[src/rtl/clksyn_prog_pkg.sv]
package clksyn_prog_pkg;

  typedef enum logic [2:0] {
    ST_IDLE   = 3'd0,
    ST_BLANK  = 3'd1,
    ST_SHIFT  = 3'd2,
    ST_TAIL   = 3'd3,
    ST_SETTLE = 3'd4
  } prog_state_e;

  localparam int CTRL_W   = 8;
  localparam int HOLD_POS = 0;
  localparam int DATA_POS = 2;
  localparam int SCLK_POS = 3;
  localparam int STB_POS  = 6;
  localparam int SUBS     = 6;

  localparam logic [CTRL_W-1:0] PRE_LO = 8'h00;
  localparam logic [CTRL_W-1:0] PRE_HI = 8'h01;

  function automatic logic [CTRL_W-1:0] with_strobe(input logic [CTRL_W-1:0] v);
    logic [CTRL_W-1:0] r;
    r = v;
    r[STB_POS] = 1'b1;
    return r;
  endfunction

  function automatic logic [CTRL_W-1:0] bit_lo(input logic d);
    logic [CTRL_W-1:0] r;
    r = '0;
    r[HOLD_POS] = 1'b1;
    r[DATA_POS] = d;
    return r;
  endfunction

  function automatic logic [CTRL_W-1:0] bit_hi(input logic d);
    logic [CTRL_W-1:0] r;
    r = bit_lo(d);
    r[SCLK_POS] = 1'b1;
    return r;
  endfunction

  // Control byte for one sub-phase of a slot; sub 1 and 4 carry the strobe.
  function automatic logic [CTRL_W-1:0] slot_byte(input logic is_pre, input logic d,
                                                  input logic [2:0] sub);
    logic [CTRL_W-1:0] lo, hi;
    lo = is_pre ? PRE_LO : bit_lo(d);
    hi = is_pre ? PRE_HI : bit_hi(d);
    case (sub)
      3'd0, 3'd2: return lo;
      3'd1:       return with_strobe(lo);
      3'd4:       return with_strobe(hi);
      default:    return hi;
    endcase
  endfunction

endpackage

[src/rtl/clksyn_delay_timer.sv]
module clksyn_delay_timer #(
  parameter int CNT_W = 8
) (
  input  logic             clk_i,
  input  logic             rst_ni,
  input  logic             run_i,
  input  logic [CNT_W-1:0] len_i,
  output logic             last_o
);
  logic [CNT_W-1:0] cnt_q;

  assign last_o = run_i && (cnt_q == len_i - CNT_W'(1));

  always_ff @(posedge clk_i) begin
    if (!rst_ni || !run_i || last_o) cnt_q <= '0;
    else                             cnt_q <= cnt_q + CNT_W'(1);
  end
endmodule

[src/rtl/clksyn_frame_shifter.sv]
module clksyn_frame_shifter
  import clksyn_prog_pkg::*;
#(
  parameter int FRAME_W = 21
) (
  input  logic              clk_i,
  input  logic              rst_ni,
  input  logic              run_i,
  input  logic [FRAME_W-1:0] frame_i,
  output logic [CTRL_W-1:0] ctrl_o,
  output logic              strobe_o,
  output logic              last_o
);
  localparam int SLOTS  = FRAME_W + 1;
  localparam int SLOT_W = $clog2(SLOTS + 1);
  localparam logic [SLOT_W-1:0] SLOT_LAST = SLOT_W'(SLOTS - 1);

  logic [SLOT_W-1:0] slot_q;
  logic [2:0]        sub_q;
  logic [SLOTS-1:0]  ext;
  logic              sub_last;
  logic              cur_bit;

  // Slot 0 is the preamble; slot k carries frame bit k-1.
  assign ext      = {frame_i, 1'b0};
  assign cur_bit  = ext[slot_q];
  assign sub_last = (sub_q == 3'(SUBS - 1));
  assign last_o   = run_i && sub_last && (slot_q == SLOT_LAST);
  assign strobe_o = run_i && ((sub_q == 3'd1) || (sub_q == 3'd4));
  assign ctrl_o   = run_i ? slot_byte(slot_q == '0, cur_bit, sub_q) : '0;

  always_ff @(posedge clk_i) begin
    if (!rst_ni || !run_i) begin
      sub_q  <= '0;
      slot_q <= '0;
    end else if (sub_last) begin
      sub_q  <= '0;
      slot_q <= slot_q + SLOT_W'(1);
    end else begin
      sub_q  <= sub_q + 3'd1;
    end
  end
endmodule

[src/rtl/clksyn_serial_prog.sv]
module clksyn_serial_prog
  import clksyn_prog_pkg::*;
#(
  parameter int          CYC_PER_MS = 100000,
  parameter int          BLANK_MS   = 15,
  parameter int          TAIL_MS    = 1,
  parameter int          SETTLE_MS  = 50,
  parameter int          ADDR_W     = 5,
  parameter int          WORD_W     = 13,
  parameter logic [7:0]  CTRL_RESET = 8'h00
) (
  input  logic              clk_i,
  input  logic              rst_ni,
  input  logic              start_i,
  input  logic [ADDR_W-1:0] loc_i,
  input  logic [WORD_W-1:0] word_i,
  output logic [7:0]        ctrl_o,
  output logic              blank_o,
  output logic              busy_o,
  output logic              done_o
);
  localparam int FRAME_W  = 3 + ADDR_W + WORD_W;
  localparam int T_BLANK  = BLANK_MS * CYC_PER_MS;
  localparam int T_TAIL   = TAIL_MS * CYC_PER_MS;
  localparam int T_SETTLE = SETTLE_MS * CYC_PER_MS;
  localparam int CNT_W    = $clog2(T_BLANK + T_TAIL + T_SETTLE + 1);

  prog_state_e       state_q;
  logic [ADDR_W-1:0] loc_q;
  logic [WORD_W-1:0] word_q;
  logic [7:0]        saved_q;
  logic [7:0]        idle_ctrl_q;
  logic              done_q;

  logic              t_run, t_last;
  logic [CNT_W-1:0]  t_len;
  logic              in_shift, stb_evt, shift_last, seq_end;
  logic [7:0]        shift_ctrl;
  logic [FRAME_W-1:0] frame;

  // Frame, LSB first: 1, 0 (start), 0 (write), address, word.
  assign frame    = {word_q, loc_q, 2'b00, 1'b1};
  assign in_shift = (state_q == ST_SHIFT);
  assign t_run    = (state_q == ST_BLANK) || (state_q == ST_TAIL) || (state_q == ST_SETTLE);
  assign seq_end  = (state_q == ST_SETTLE) && t_last;

  always_comb begin
    case (state_q)
      ST_BLANK: t_len = CNT_W'(T_BLANK);
      ST_TAIL:  t_len = CNT_W'(T_TAIL);
      default:  t_len = CNT_W'(T_SETTLE);
    endcase
  end

  clksyn_delay_timer #(.CNT_W(CNT_W)) u_timer (
    .clk_i  (clk_i),
    .rst_ni (rst_ni),
    .run_i  (t_run),
    .len_i  (t_len),
    .last_o (t_last)
  );

  clksyn_frame_shifter #(.FRAME_W(FRAME_W)) u_shift (
    .clk_i    (clk_i),
    .rst_ni   (rst_ni),
    .run_i    (in_shift),
    .frame_i  (frame),
    .ctrl_o   (shift_ctrl),
    .strobe_o (stb_evt),
    .last_o   (shift_last)
  );

  always_ff @(posedge clk_i) begin
    if (!rst_ni) begin
      state_q     <= ST_IDLE;
      loc_q       <= '0;
      word_q      <= '0;
      saved_q     <= '0;
      idle_ctrl_q <= CTRL_RESET;
      done_q      <= 1'b0;
    end else begin
      done_q <= 1'b0;
      case (state_q)
        ST_IDLE: if (start_i) begin
          loc_q   <= loc_i;
          word_q  <= word_i;
          saved_q <= idle_ctrl_q;
          state_q <= ST_BLANK;
        end
        ST_BLANK:  if (t_last)     state_q <= ST_SHIFT;
        ST_SHIFT:  if (shift_last) state_q <= ST_TAIL;
        ST_TAIL:   if (t_last)     state_q <= ST_SETTLE;
        ST_SETTLE: if (seq_end) begin
          idle_ctrl_q <= with_strobe({4'b0000, loc_q[3:0]});
          done_q      <= 1'b1;
          state_q     <= ST_IDLE;
        end
        default: state_q <= ST_IDLE;
      endcase
    end
  end

  always_comb begin
    case (state_q)
      ST_BLANK:  ctrl_o = '0;
      ST_SHIFT:  ctrl_o = shift_ctrl;
      ST_TAIL:   ctrl_o = bit_hi(word_q[WORD_W-1]);
      ST_SETTLE: ctrl_o = with_strobe(saved_q);
      default:   ctrl_o = idle_ctrl_q;
    endcase
  end

  assign blank_o = (state_q == ST_BLANK) || in_shift || (state_q == ST_TAIL);
  assign busy_o  = (state_q != ST_IDLE);
  assign done_o  = done_q;
endmodule

[config.mk]
export PLATFORM = sky130hd
export DESIGN_NAME = clksyn_serial_prog
export DESIGN_NICKNAME = d
export VERILOG_FILES = /design/src/rtl/clksyn_prog_pkg.sv /design/src/rtl/clksyn_delay_timer.sv /design/src/rtl/clksyn_frame_shifter.sv /design/src/rtl/clksyn_serial_prog.sv
export SDC_FILE = /design/constraint.sdc
export NUM_CORES = 1
export LEC_CHECK = 0
export ABC_AREA = 1
export CORE_AREA = 2 2 117 119
export CTS_CLUSTER_DIAMETER = 60
export CTS_CLUSTER_SIZE = 25
export DETAILED_ROUTE_END_ITERATION = 6
export DIE_AREA = 0 0 119 121
export PLACE_DENSITY = 0.55
export REMOVE_ABC_BUFFERS = 1
export SLEW_MARGIN = 10
export SYNTH_ARGS = -nofsm -noshare
export SYNTH_HDL_FRONTEND = slang
export SYNTH_HIERARCHICAL = 1
export SYNTH_SLANG_ARGS = --single-unit
[constraint.sdc]
create_clock -name clk_i -period 2.6 [get_ports clk_i]
set_clock_uncertainty 0.05 [all_clocks]
set_input_delay 0.52 -clock clk_i [delete_from_list [all_inputs] [get_ports clk_i]]
set_output_delay 0.52 -clock clk_i [all_outputs]
set_load 0.02 [all_outputs]
== Yosys cells after proc, flatten, opt, wreduce, memory -nomap -nowiden ==
Index checks and enable logic that the tools add are counted.

* Register bits: 62
* Bits in latches: 0
* Bits in writable memories: 0
* ROM bits: 0
* Input bits: 21
* Output and inout port bits: 11
* Word-level logic and storage cells: 67
* Memories: 0

* Add/sub/neg operators: 4
* Multipliers: 0
* Divide/modulo/power cells: 0
* Magnitude comparators: 1
* Equal/unequal tests: 15
* Shift-type cells: 0
* Multiplexer cells: 14
* Bitwise operators: 0
* Reductions and logical operators: 24

{| class="wikitable"
|+ Operators with widths
! operator !! count
|-
| $pmux 23 s2 || 1
|-
| $pmux 8 s4 || 1
|-
| $pmux 8 s3 || 1
|-
| $add 23x1->23 const B || 1
|-
| $eq 23x23->1 || 1
|-
| $sub 23x1->23 const B || 1
|-
| $mux 3 || 6
|-
| $pmux 3 s5 || 1
|-
| $eq 3x2->1 const B || 3
|-
| $eq 3x3->1 const B || 3
|-
| $ne 2x2->1 const B || 4
|-
| $logic_or 1x1->1 || 7
|-
| $eq 3x1->1 const B || 2
|-
| $logic_not 3->1 || 2
|-
| $lt 5x6->1 const B || 1
|-
| $reduce_and 2->1 || 3
|-
| $add 5x1->5 const B || 1
|-
| $bmux 1 s5 || 1
|-
| $eq 5x5->1 const B || 1
|-
| $logic_not 5->1 || 1
|-
| $reduce_and 5->1 || 1
|-
| $logic_and 1x1->1 || 4
|-
| $mux 4 || 1
|-
| $reduce_or 2->1 || 2
|-
| 5 further kinds || 8
|}

== Longest topological paths before layout ==
Gate-level depths: netlist (run 1).

* Word-level depth: 8
* Depth in mapped cells: 22
* Depth with buffers taken out: 21

== Cells and area by module ==
Netlist (run 1), hierarchy kept.

{| class="wikitable"
|+ Modules (own cells, without submodules)
! module !! instances !! cells an instance !! area an instance (µm²) !! sequential area each (µm²)
|-
| clksyn_delay_timer || 1 || 370 || 2333.5 || 460.4
|-
| clksyn_serial_prog || 1 || 184 || 1393.8 || 620.6
|-
| clksyn_frame_shifter || 1 || 128 || 777.0 || 160.2
|}

== Worst setup path before layout (run 1) ==
OpenSTA, ideal clock, no wires.

* Kind: register to register
* From: register state_q[2]
* To: register state_q[1]
* Library setup time: 0.115 ns
* Arrival: 2.607 ns
* Data required time: 2.435 ns
* Path slack: -0.172 ns
* Stages on the path, launching flop included: 22
* Buffers on the path: 1
* Period minus slack after synthesis: 2.772 ns
* Path through: dfxtp_1 inv_2 nand2_4 nor2_4 inv_2 nor2_2 nand2_1 nor2_8 nand2_1 nand3_1 nand2_1 nor2_1 nand2_1 nor2_2 nand2_2 nor2_8 buf_12 inv_1 nand2_4 nand3_1 nand2_1 nor2_1

* Word-level cells in the longest chain between the ends: 8
* Elaborated cells on any way between the ends: 21
* Classes of those cells: add/sub: 1; eq/ne: 10; mux: 2; reduce/logical: 8

{| class="wikitable"
|+ RTL lines
! item !! line !! source
|-
| start, declared || clksyn_serial_prog.sv:28 || <nowiki>prog_state_e state_q;</nowiki>
|-
| start signal, assigned || clksyn_serial_prog.sv:75 || <nowiki>state_q <= ST_IDLE;</nowiki>
|-
| start signal, assigned || clksyn_serial_prog.sv:88 || <nowiki>state_q <= ST_BLANK;</nowiki>
|-
| start signal, assigned || clksyn_serial_prog.sv:90 || <nowiki>ST_BLANK: if (t_last) state_q <= ST_SHIFT;</nowiki>
|-
| $eq 3x2->1 / $eq 3x1->1 (equally long branches) || clksyn_serial_prog.sv:48 || <nowiki>case (state_q)</nowiki>
|-
| $pmux 23 s2 (*) || clksyn_serial_prog.sv:48 ||
|-
| named net t_len[11] || clksyn_serial_prog.sv:36 || <nowiki>logic [CNT_W-1:0] t_len;</nowiki>
|-
| $sub 23x1->23 (*) || clksyn_delay_timer.sv:12 || <nowiki>assign last_o = run_i && (cnt_q == len_i - CNT_W'(1));</nowiki>
|-
| $eq 23x23->1 (*) || clksyn_delay_timer.sv:12 ||
|-
| $logic_and 1x1->1 (*) || clksyn_delay_timer.sv:12 ||
|-
| named net t_last || clksyn_serial_prog.sv:35 || <nowiki>logic t_run, t_last;</nowiki>
|-
| $logic_and 1x1->1 || clksyn_serial_prog.sv:45 || <nowiki>assign seq_end = (state_q == ST_SETTLE) && t_last;</nowiki>
|-
| $ne 2x2->1 (no source line) || n/a ||
|-
| $reduce_and 5->1 (no source line) (*) || n/a ||
|}

The timed path passes the listed nets; every way through them passes the cells marked *.
A chain may end at the register's enable or synchronous reset.

== Worst setup path after layout (run 1) ==
* From: register u_shift.sub_q[0]
* To: output port ctrl_o[3]

* Word-level cells in the longest chain between the ends: 4
* Elaborated cells on any way between the ends: 7
* Classes of those cells: eq/ne: 3; mux: 2; reduce/logical: 2

{| class="wikitable"
|+ RTL lines
! item !! line !! source
|-
| start, declared || clksyn_frame_shifter.sv:19 || <nowiki>logic [2:0] sub_q;</nowiki>
|-
| start signal, assigned || clksyn_frame_shifter.sv:40 || <nowiki>sub_q <= sub_q + 3'd1;</nowiki>
|-
| $eq 3x2->1 / $logic_not 3->1 (equally long branches) || clksyn_prog_pkg.sv:49 || <nowiki>case (sub)</nowiki>
|-
| $reduce_or 2->1 || clksyn_prog_pkg.sv:49 ||
|-
| $pmux 8 s3 (*) || clksyn_prog_pkg.sv:49 ||
|-
| named net shift_ctrl[3] || clksyn_serial_prog.sv:38 || <nowiki>logic [7:0] shift_ctrl;</nowiki>
|-
| $pmux 8 s4 (*) || clksyn_serial_prog.sv:104 || <nowiki>case (state_q)</nowiki>
|-
| end, declared || clksyn_serial_prog.sv:17 || <nowiki>output logic [7:0] ctrl_o,</nowiki>
|}

Marks and branches as above.

==> key figures, run 1 <==
Clock tree
  – Clock Tree Buf Depth: 2
  – Worst-Skew Late Latency: 320 ps
  – Clock transition at path regs: about 60 ps
  – CTS Hold Bufs: 0
  – Cts bufs inserted: 9
  – CTS tree: built
  – TritonCTS Sinks: a little over 60
  – Htree depth: 3
  – Root Buffer: clkbuf_16

Timing
  – Max Freq: about 410 MHz
  – Final Hold Viols: 0
  – Setup violators final: 0
  – Min Tclk post-route: 2434 ps
  – Period utilisation layout: slightly above 90%
  – Fin. max-slew vios: 0
  – RSZ-0062 raised after global routing: no

Worst setup path
  – CP endpoint kind: output port
  – Crit path max fanout: 4
  – R2R cell count: 21
  – Arr. time, crit path: between 1500 and 2000 ps
  – CP required: 2030 ps
  – Crit start category: register
  – Kind of critical path: register to output port

Layout
  – Design Area, Final: 5454 um2
  – Share of cells above drive strength 1: between 10% and 20%
  – Area Overhead vs Synth: 21.08%
  – Inserted Diodes: 0
  – Nets: roughly 790
  – Filler cells: about 1,400

Synthesis
  – Sequential area share after synthesis: between 20% and 30%
  – Post-synthesis mux area share: 0%
  – Post-Synth Simple-Gate Area: ~40%
  – Dominant cells by area after synthesis: dfxtp_1 (28%), nand2_1 (13%), inv_1 (8.3%)
  – Mapped Cells: 682
  – Yosys top cell by area: dfxtp_1
  – Largest family of logic cells by synthesized area: simple AND/OR/NAND/NOR gates
  – EDFF count, synth: 0
  – FFs w/ async S/R, synth: 0%
  – Ys Warns: 6
  – FF+latch count, synth: 62
  – Synth Area in Compound Gates: approximately 9%
  – Syn Area/Cell: roughly 6.6 um2
  – Post-synthesis cell area: between 4000 and 5000 um2
  – Post-synthesis xor/xnor area fraction: around 6.6%
  – Fraction of the mapped netlist area in adder cells: between 2 and 3%
  – Post-synth cell types: 38
  – Post-synth top flop: dfxtp_1
  – Yosys top cell area share: approximately 28%

Power
  – Power per Cell Area: 671.6 nW/um2
  – LEAKAGE: between 2 and 2.5 nW
  – Overall power: approximately 0.0037 W
  – Worst vdd ir: roughly 250 uV

Floorplanning
  – FP Rows: 42
  – Starting Density: 34.42%
  – Die Ht: around 120 um
  – Die area: 14,400 um2
  – Core ar.: between 10,000 and 15,000 um2
  – I/O Pins: 32
  – Die width: between 100 and 150 um

Detailed routing
  – Drt total wl: between 10 and 15 mm
  – Via count: between 4,000 and 5,000
  – Drt via density: roughly 4.5
  – DRT iter0 DRCs: ~230
  – # DRC: 0
  – Wire per inst: ~12 um
  – DR pass1 iterations: 4
  – Antenna Nets Post-Route: 0

Global route
  – Largest net degree at the start of global routing: 45
  – First-pass GRT wire length: about 18 mm
  – Initial antenna violation count: 0
  – GR Util All Layers: ~16%
  – Total grt overflow: 0
  – Vias in the first global route: about 3,900

Placement
  – Detailed-placement wirelength estimate: between 8 and 9 mm
  – Placed Instance Area: just over 5000 um2
  – IO buf count: 28
  – RD Place Congestion: between 0.9 and 1

Worst hold path
  – HP Class: register to register
  – Worst Hold Path Cells: 2

Status
  – Run status: finished, final reports clean

Job
  – Max-Cap Viols: 0
-- worst paths after layout --
check | to | start | slack, ps
worst max-delay path | ctrl_o[3] | u_shift/sub_q[0] | 170
worst min-delay path | word_q[9] | word_q[9] | 390
worst max register to register | state_q[0] | state_q[2] | 260
worst min register to register | word_q[9] | word_q[9] | 390
-- cell type report --
class	instances	area, um2	area share (%)
multi-input combinational	519	2791	51.18
clock buffer	12	256.5	4.703
inverter	112	420.4	7.708
timing repair buffer	52	455.4	8.351
tap	176	220.2	4.038
sequential	62	1242	22.78
clock inverter	3	67.56	1.239
-- layout by cell type, fill, tap and decap left out, types with 3 or more instances in the layout --
cell	count
nand3_1	59
nor2_8	3
inv_2	11
a21oi_1	36
nor2_1	68
dfxtp_1	61
clkdlybuf4s50_1	23
buf_4	23
clkbuf_16	9
xnor2_1	15
nor2_4	5
ha_1	9
nand2_2	5
nor3_1	13
nor2_2	15
inv_1	100
o21ai_1	24
nand2_1	153
conb_1	33
nor3_2	20
nand4_1	12
nand2_4	7
xor2_1	18
o21ai_0	12
-- cell families (layout without fill, tap and decap cells) --
logic type / count (synthesis) / after routing
XOR/XNOR: 34 / 34
AO/OA/AOI/OAI: 77 / 77
buffers and inverters: 131 / 179
AND/OR/NAND/NOR: 366 / 366
flip-flops: 62 / 62
other: 3 / 33
adder cells (fa/ha/maj): 9 / 9
-- per-stage QoR --
step / utilization, % / worst slack (ps) / std cells / hold slack, ps / setup TNS, ps
2_1_floorplan: - / -328.0 / 693 / 370.1 / -1955
4_1_cts: 41.59 / 13.94 / 934 / 395.7 / 0
5_1_grt: 41.68 / 3.681 / 936 / 420.9 / 0
6_report: 41.68 / 166.4 / 936 / 392.4 / 0
3_3_place_gp: 39.14 / 107.2 / 919 / 387.8 / 0
3_5_place_dp: 39.14 / 86.81 / 919 / 387.0 / 0
-- registers in the layout, indices dropped and copies added, names as in the netlist --
signal          flops
u_timer/cnt_q      23
word_q             13
idle_ctrl_q         5
loc_q               5
u_shift/slot_q      5
saved_q             4
state_q             3
u_shift/sub_q       3
done_o              1
-- layer usage --
layer  share of wire, %  routed length (um)  global-route usage (%)
met1                 51                5500                   21.62
met5                  0                   0                       0
met2                 44                4737                   25.32
met3                2.7                 287                   2.209
met4                2.2                 242                   6.920
-- power breakdown --
| group | switching [W] | total, W | internal (W) |
|---|---|---|---|
| Clock | 0.000417 | 0.00130 | 0.000886 |
| Combinational | 0.000767 | 0.00119 | 0.000428 |
| Sequential | 0.0000885 | 0.00117 | 0.00108 |
| Total | 0.00127 | 0.00366 | 0.00239 |
-- Yosys cell counts (7+ instances only) --
cell type  number
a21oi_1        36
dfxtp_1        62
ha_1            9
inv_1         100
inv_2          11
nand2_1       153
nand2_4         7
nand3_1        59
nand4_1        12
nor2_1         69
nor2_2         14
nor3_1         13
nor3_2         20
o21ai_0        12
o21ai_1        24
xnor2_1        16
xor2_1         18
-- critical path, stage by stage (launching register included) --
cell	delay [ps]
dfxtp_1	370
inv_1	80
ha_1	220
nor3_1	250
nor2_1	90
nor3_1	140
nand2_1	90
o2111ai_1	100
buf_2	200
-- what timing repair did --
item / 4_1_cts / 5_1_grt
pin swaps: 0 / 1
endpoints found under the hold margin: 0 / 0
buffers inserted: 0 / 2
endpoints found under the setup margin: 5 / 32
resized for setup: 6 / 10
(Power assumes the default switching activity.)
==> inputs of run 2 (changes only) <==
--- a/config.mk
+++ b/config.mk
@@ -11,7 +11,7 @@
 export CTS_CLUSTER_SIZE = 25
 export DETAILED_ROUTE_END_ITERATION = 6
 export DIE_AREA = 0 0 119 121
-export PLACE_DENSITY = 0.55
+export PLACE_DENSITY_LB_ADDON = 0.08
 export REMOVE_ABC_BUFFERS = 1
 export SLEW_MARGIN = 10
 export SYNTH_ARGS = -nofsm -noshare
==> key figures, run 2 (synthesized netlist as in run 1, its figures left out) <==
Status
  – Run status: finished, final reports clean

Worst setup path
  – R2R cell count: 18
  – CP required: ~2000 ps
  – RR Endpoint: idle_ctrl_q[1]
  – Reg-to-reg slack, setup: 200 ps
  – Reg2reg start: state_q[2]
  – Crit start category: register
  – Arr. time, crit path: roughly 1900 ps
  – Kind of critical path: register to output port
  – End of the critical path: ctrl_o[3]
  – Crit path max fanout: 3
  – CP endpoint kind: output port
  – Crit path launch: u_shift/sub_q[1]

Global route
  – First-pass GRT wire length: 18.37 mm
  – Total grt overflow: 0
  – Initial antenna violation count: 0
  – Vias in the first global route: between 3,000 and 4,000
  – Largest net degree at the start of global routing: 45
  – GR Util All Layers: roughly 16%

Floorplanning
  – Die width: roughly 120 um
  – Die Ht: around 120 um
  – FP Rows: 42
  – Die area: approximately 14,000 um2
  – I/O Pins: 32
  – Core ar.: about 13,000 um2
  – Starting Density: between 30% and 40%

Layout
  – Util after Layout: 42.42%
  – Most frequent cells in the layout: nand2_1 (152), inv_1 (97), nor2_1 (66)
  – Biggest register: u_timer/cnt_q
  – Nets: slightly below 800
  – Top Registers: u_timer/cnt_q (23), word_q (13)
  – Inserted Diodes: 0
  – Filler cells: approximately 1,400
  – Max FFs per register: 23
  – Non-Filler Instances: between 900 and 1,000
  – Design Area, Final: between 5000 and 6000 um2
  – Area Overhead vs Synth: 23.22%
  – Commonest non-fill, non-tap cell in the layout: nand2_1
  – Share of cells above drive strength 1: 17.21%

Detailed routing
  – Metal1 wirelength: roughly 5.8 mm
  – DRT iter0 DRCs: 280
  – # DRC: 0
  – Via count: 4,198
  – DR pass1 iterations: 4
  – Top layer in use: met4
  – Wire per inst: ~12 um
  – DR WL met2: around 4.9 mm
  – Antenna Nets Post-Route: 0
  – Drt via density: approximately 4.5
  – Drt total wl: 11.13 mm
  – DR WL met3: approximately 380 um

Clock tree
  – TritonCTS Sinks: between 60 and 70
  – Worst-Skew Late Latency: ~330 ps
  – Cts bufs inserted: 9
  – Clock Tree Buf Depth: 2
  – CTS Hold Bufs: 0
  – Htree depth: 3
  – Root Buffer: clkbuf_16
  – CTS tree: built
  – Clock transition at path regs: around 60 ps

Placement
  – RD Place Congestion: 0.8819
  – Placed Cells: 918
  – IO buf count: 28
  – Detailed-placement wirelength estimate: roughly 8.7 mm
  – Placed Instance Area: just over 5000 um2

Power
  – LEAKAGE: 2.439 nW
  – Power per Cell Area: roughly 650 nW/um2
  – Overall power: roughly 0.0036 W
  – Worst vdd ir: approximately 270 uV

Timing
  – Period utilisation layout: 94.42%
  – Max Freq: about 410 MHz
  – Setup violators final: 0
  – Fin. max-slew vios: 0
  – Min Tclk post-route: 2455 ps
  – Final Hold Viols: 0

Worst hold path
  – HP Class: register to register

Job
  – Max-Cap Viols: 0
## run 2: how the worst min path moves through the flow
stage,startpoint,endpoint,slack [ps],cells after the start
after floorplan,word_q[7],word_q[7],370,2
after global placement,saved_q[0],saved_q[0],380,2
after detailed placement,word_q[3],word_q[3],390,2
after CTS,word_q[3],word_q[3],400,2
after global routing,word_q[3],word_q[3],410,2
final,word_q[7],word_q[7],390,2
## run 2: through the flow
step	setup WS (ps)	TNS, ps	hold WS (ps)
floorplan	-328.0	-1955	370.1
global placement	35.93	0	384.3
detailed placement	46.33	0	386.8
CTS	3.086	0	395.4
global route	-2.310	-2.310	406.7
finish	145.1	0	392.8
## run 2: what timing repair did
item | 4_1_cts | 5_1_grt
resized for setup | 8 | 28
setup endpoints to repair | 5 | 29
pin swaps | 0 | 7
setup buffers | 0 | 9
## run 2: power breakdown
group,switching [W],internal (W),leakage (nW)
clock network,0.000459,0.000772,0.141
logic,0.000784,0.000453,1.79
registers,0.0000865,0.00108,0.507
total,0.00133,0.00230,2.44
## run 2: worst max-delay path, cell delays in order (launching register included)
cell and delay, ps:
dfxtp_1 350, inv_1 70, ha_1 230, nor3_1 210
nor2_1 90, nor3_2 140, nand2_1 70, o2111ai_1 90
clkdlybuf4s15_2 290
## run 2: cell type report
class	count	area, um2	share of cell area (%)
Multi-Input combinational cell	519	2831	51.01
Tap cell	176	220.2	3.968
Timing Repair Buffer	58	511.7	9.220
Sequential cell	62	1249	22.50
Inverter	112	429.2	7.732
Clock inverter	6	70.07	1.262
Clock buffer	10	239.0	4.306
## run 2: routing by layer
metal,up-vias,track usage [%]
met5,-,0
li1,2275,-
met1,1859,23.06
met3,6,3.195
met2,58,24.32
met4,0,4.613
==> inputs of run 3 (changes only) <==
--- a/config.mk
+++ b/config.mk
@@ -6,11 +6,12 @@
 export NUM_CORES = 1
 export LEC_CHECK = 0
 export ABC_AREA = 1
-export CORE_AREA = 2 2 117 119
+export CORE_AREA = 2 2 89 156
 export CTS_CLUSTER_DIAMETER = 60
 export CTS_CLUSTER_SIZE = 25
 export DETAILED_ROUTE_END_ITERATION = 6
-export DIE_AREA = 0 0 119 121
+export DIE_AREA = 0 0 91 158
+export MAX_ROUTING_LAYER = met4
 export PLACE_DENSITY_LB_ADDON = 0.08
 export REMOVE_ABC_BUFFERS = 1
 export SLEW_MARGIN = 10
==> key figures, run 3 (synthesized netlist as in run 1, its figures left out) <==
Status
  – Run status: finished, final reports clean

Layout
  – Design Area, Final: 5572 um2
  – Area Overhead vs Synth: 23.69%
  – Commonest non-fill, non-tap cell in the layout: nand2_1
  – Nets: about 800
  – Area of the multi-input gates: 2813 um2
  – Most frequent cells in the layout: nand2_1 (153), inv_1 (99), nor2_1 (69)
  – FF/Latch Area: 1249 um2
  – Share of cells above drive strength 1: between 15 and 20%
  – Top Registers: u_timer/cnt_q (23), word_q (13)
  – Biggest register: u_timer/cnt_q
  – Max FFs per register: 23
  – Inserted Diodes: 0
  – Filler cells: 1,490

Timing
  – Final WS setup: slightly below 200 ps
  – RSZ-0062 raised after global routing: no
  – Fin. max-slew vios: 0
  – Final Hold Viols: 0
  – Max Freq: slightly above 400 MHz
  – Period utilisation layout: just over 90%
  – Setup violators final: 0
  – Min Tclk post-route: 2405 ps

Worst setup path
  – Crit start category: register
  – CP required: 2030 ps
  – Kind of critical path: register to output port
  – Arr. time, crit path: ~1800 ps
  – RR Endpoint: state_q[1]
  – Reg2reg start: state_q[2]
  – Reg-to-reg slack, setup: 210 ps
  – Crit path max fanout: 4
  – CP endpoint kind: output port
  – End of the critical path: ctrl_o[0]
  – R2R cell count: 23
  – Crit path launch: u_shift/sub_q[0]

Detailed routing
  – # DRC: 0
  – Antenna Nets Post-Route: 0
  – DR WL met3: ~260 um
  – Drt total wl: 12.59 mm
  – DRT iter0 DRCs: 170
  – Drt via density: ~4.6
  – DR WL met2: around 7.6 mm
  – Metal1 wirelength: around 4.3 mm
  – Wire per inst: about 13 um
  – Top layer in use: met4
  – Via count: ~4,300
  – DR pass1 iterations: 4

Floorplanning
  – Die Ht: around 160 um
  – FP Rows: 56
  – I/O Pins: 32
  – Die area: 14,380 um2
  – Core ar.: 13,170 um2
  – Die width: 91 um
  – Starting Density: between 30 and 40%

Placement
  – RD Place Congestion: between 0.8 and 0.9
  – IO buf count: 28
  – Post-Place Worst Slack: -94.12 ps
  – Placed Instance Area: 5199 um2
  – Detailed-placement wirelength estimate: a little over 10 mm

Global route
  – Largest net degree at the start of global routing: 45
  – Initial antenna violation count: 0
  – GR Util All Layers: 18.70%
  – Vias in the first global route: 4,300
  – Total grt overflow: 0
  – First-pass GRT wire length: between 20 and 25 mm

Clock tree
  – CTS Hold Bufs: 0
  – Htree depth: 3
  – Clock Tree Buf Depth: 2
  – Clock transition at path regs: 60 ps
  – Cts bufs inserted: 9
  – TritonCTS Sinks: 62
  – Root Buffer: clkbuf_16
  – Worst-Skew Late Latency: around 340 ps
  – CTS tree: built

Power
  – Power per Cell Area: between 600 and 700 nW/um2
  – Worst vdd ir: between 300 and 400 uV
  – LEAKAGE: around 2.5 nW

Worst hold path
  – HP Class: register to register

Job
  – Max-Cap Viols: 0
[run 3: changes by cell type in the layout (fill, tap and decap cells not counted), sizes merged]
cell / previous run / this run
inv: 111 / 112
clkinv: 2 / 5
clkinvlp: 4 / 1
clkdlybuf4s15: 2 / 0
buf: 30 / 39
clkbuf: 12 / 10
[run 3: worst min-delay path by stage]
stage | from | to | slack [ps] | depth (start not counted)
CTS | word_q[7] | word_q[7] | 400 | 2
finish | u_shift/sub_q[0] | u_shift/sub_q[0] | 390 | 1
floorplan | word_q[7] | word_q[7] | 370 | 2
global placement | word_q[0] | word_q[0] | 380 | 2
detailed placement | word_q[1] | word_q[1] | 390 | 2
global route | u_shift/sub_q[0] | u_shift/sub_q[0] | 400 | 1
[run 3: final cells by class]
| type | count | share of cell area, % |
|---|---|---|
| clock buffers | 9 | 4.042 |
| clock inverters | 7 | 1.325 |
| repair buffers | 64 | 10.20 |
| well taps | 174 | 3.907 |
| multi-input cells | 519 | 50.48 |
| flip-flops and latches | 62 | 22.41 |
| inverters | 112 | 7.635 |
[run 3: metal layers]
metal / vias up / global-route usage [%]
met3: 26 / 2.475
met5: - / -
met1: 1938 / 15.61
met4: 0 / 9.885
li1: 2292 / -
met2: 64 / 38.77
[run 3: timing repair]
item / CTS / global route
cloned: 0 / 0
endpoints found under the hold margin: 0 / 0
setup buffers: 0 / 5
gates resized for setup: 16 / 19
pin swaps: 0 / 5
endpoints found under the setup margin: 5 / 33
[run 3: critical path: stages, from the launching register on]
cell and delay [ps]:
dfxtp_2 350, inv_1 60, ha_1 220, nor3_2 170, nor2_1 90, a21oi_1 180, a21oi_1 80, o21ai_0 120
buf_2 220
[run 3: per-stage QoR]
| stage | hold slack (ps) | power [W] | util, % | setup TNS [ps] | std cells |
|---|---|---|---|---|---|
| after floorplan | 370.1 | 0.001978 | - | -1955 | 693 |
| after global placement | 381.8 | 0.002473 | 39.47 | -97.45 | 926 |
| after detailed placement | 386.7 | 0.002486 | 39.47 | -94.12 | 926 |
| after CTS | 395.4 | 0.003700 | 41.68 | 0 | 942 |
| after global routing | 404.0 | 0.003915 | 42.30 | 0 | 947 |
| final | 387.6 | 0.003665 | 42.30 | 0 | 947 |
[run 3: where the power goes]
part	leakage (nW)	internal (W)	switching [W]
logic	1.84	0.000483	0.000826
registers	0.507	0.00108	0.0000783
clock network	0.146	0.000744	0.000458
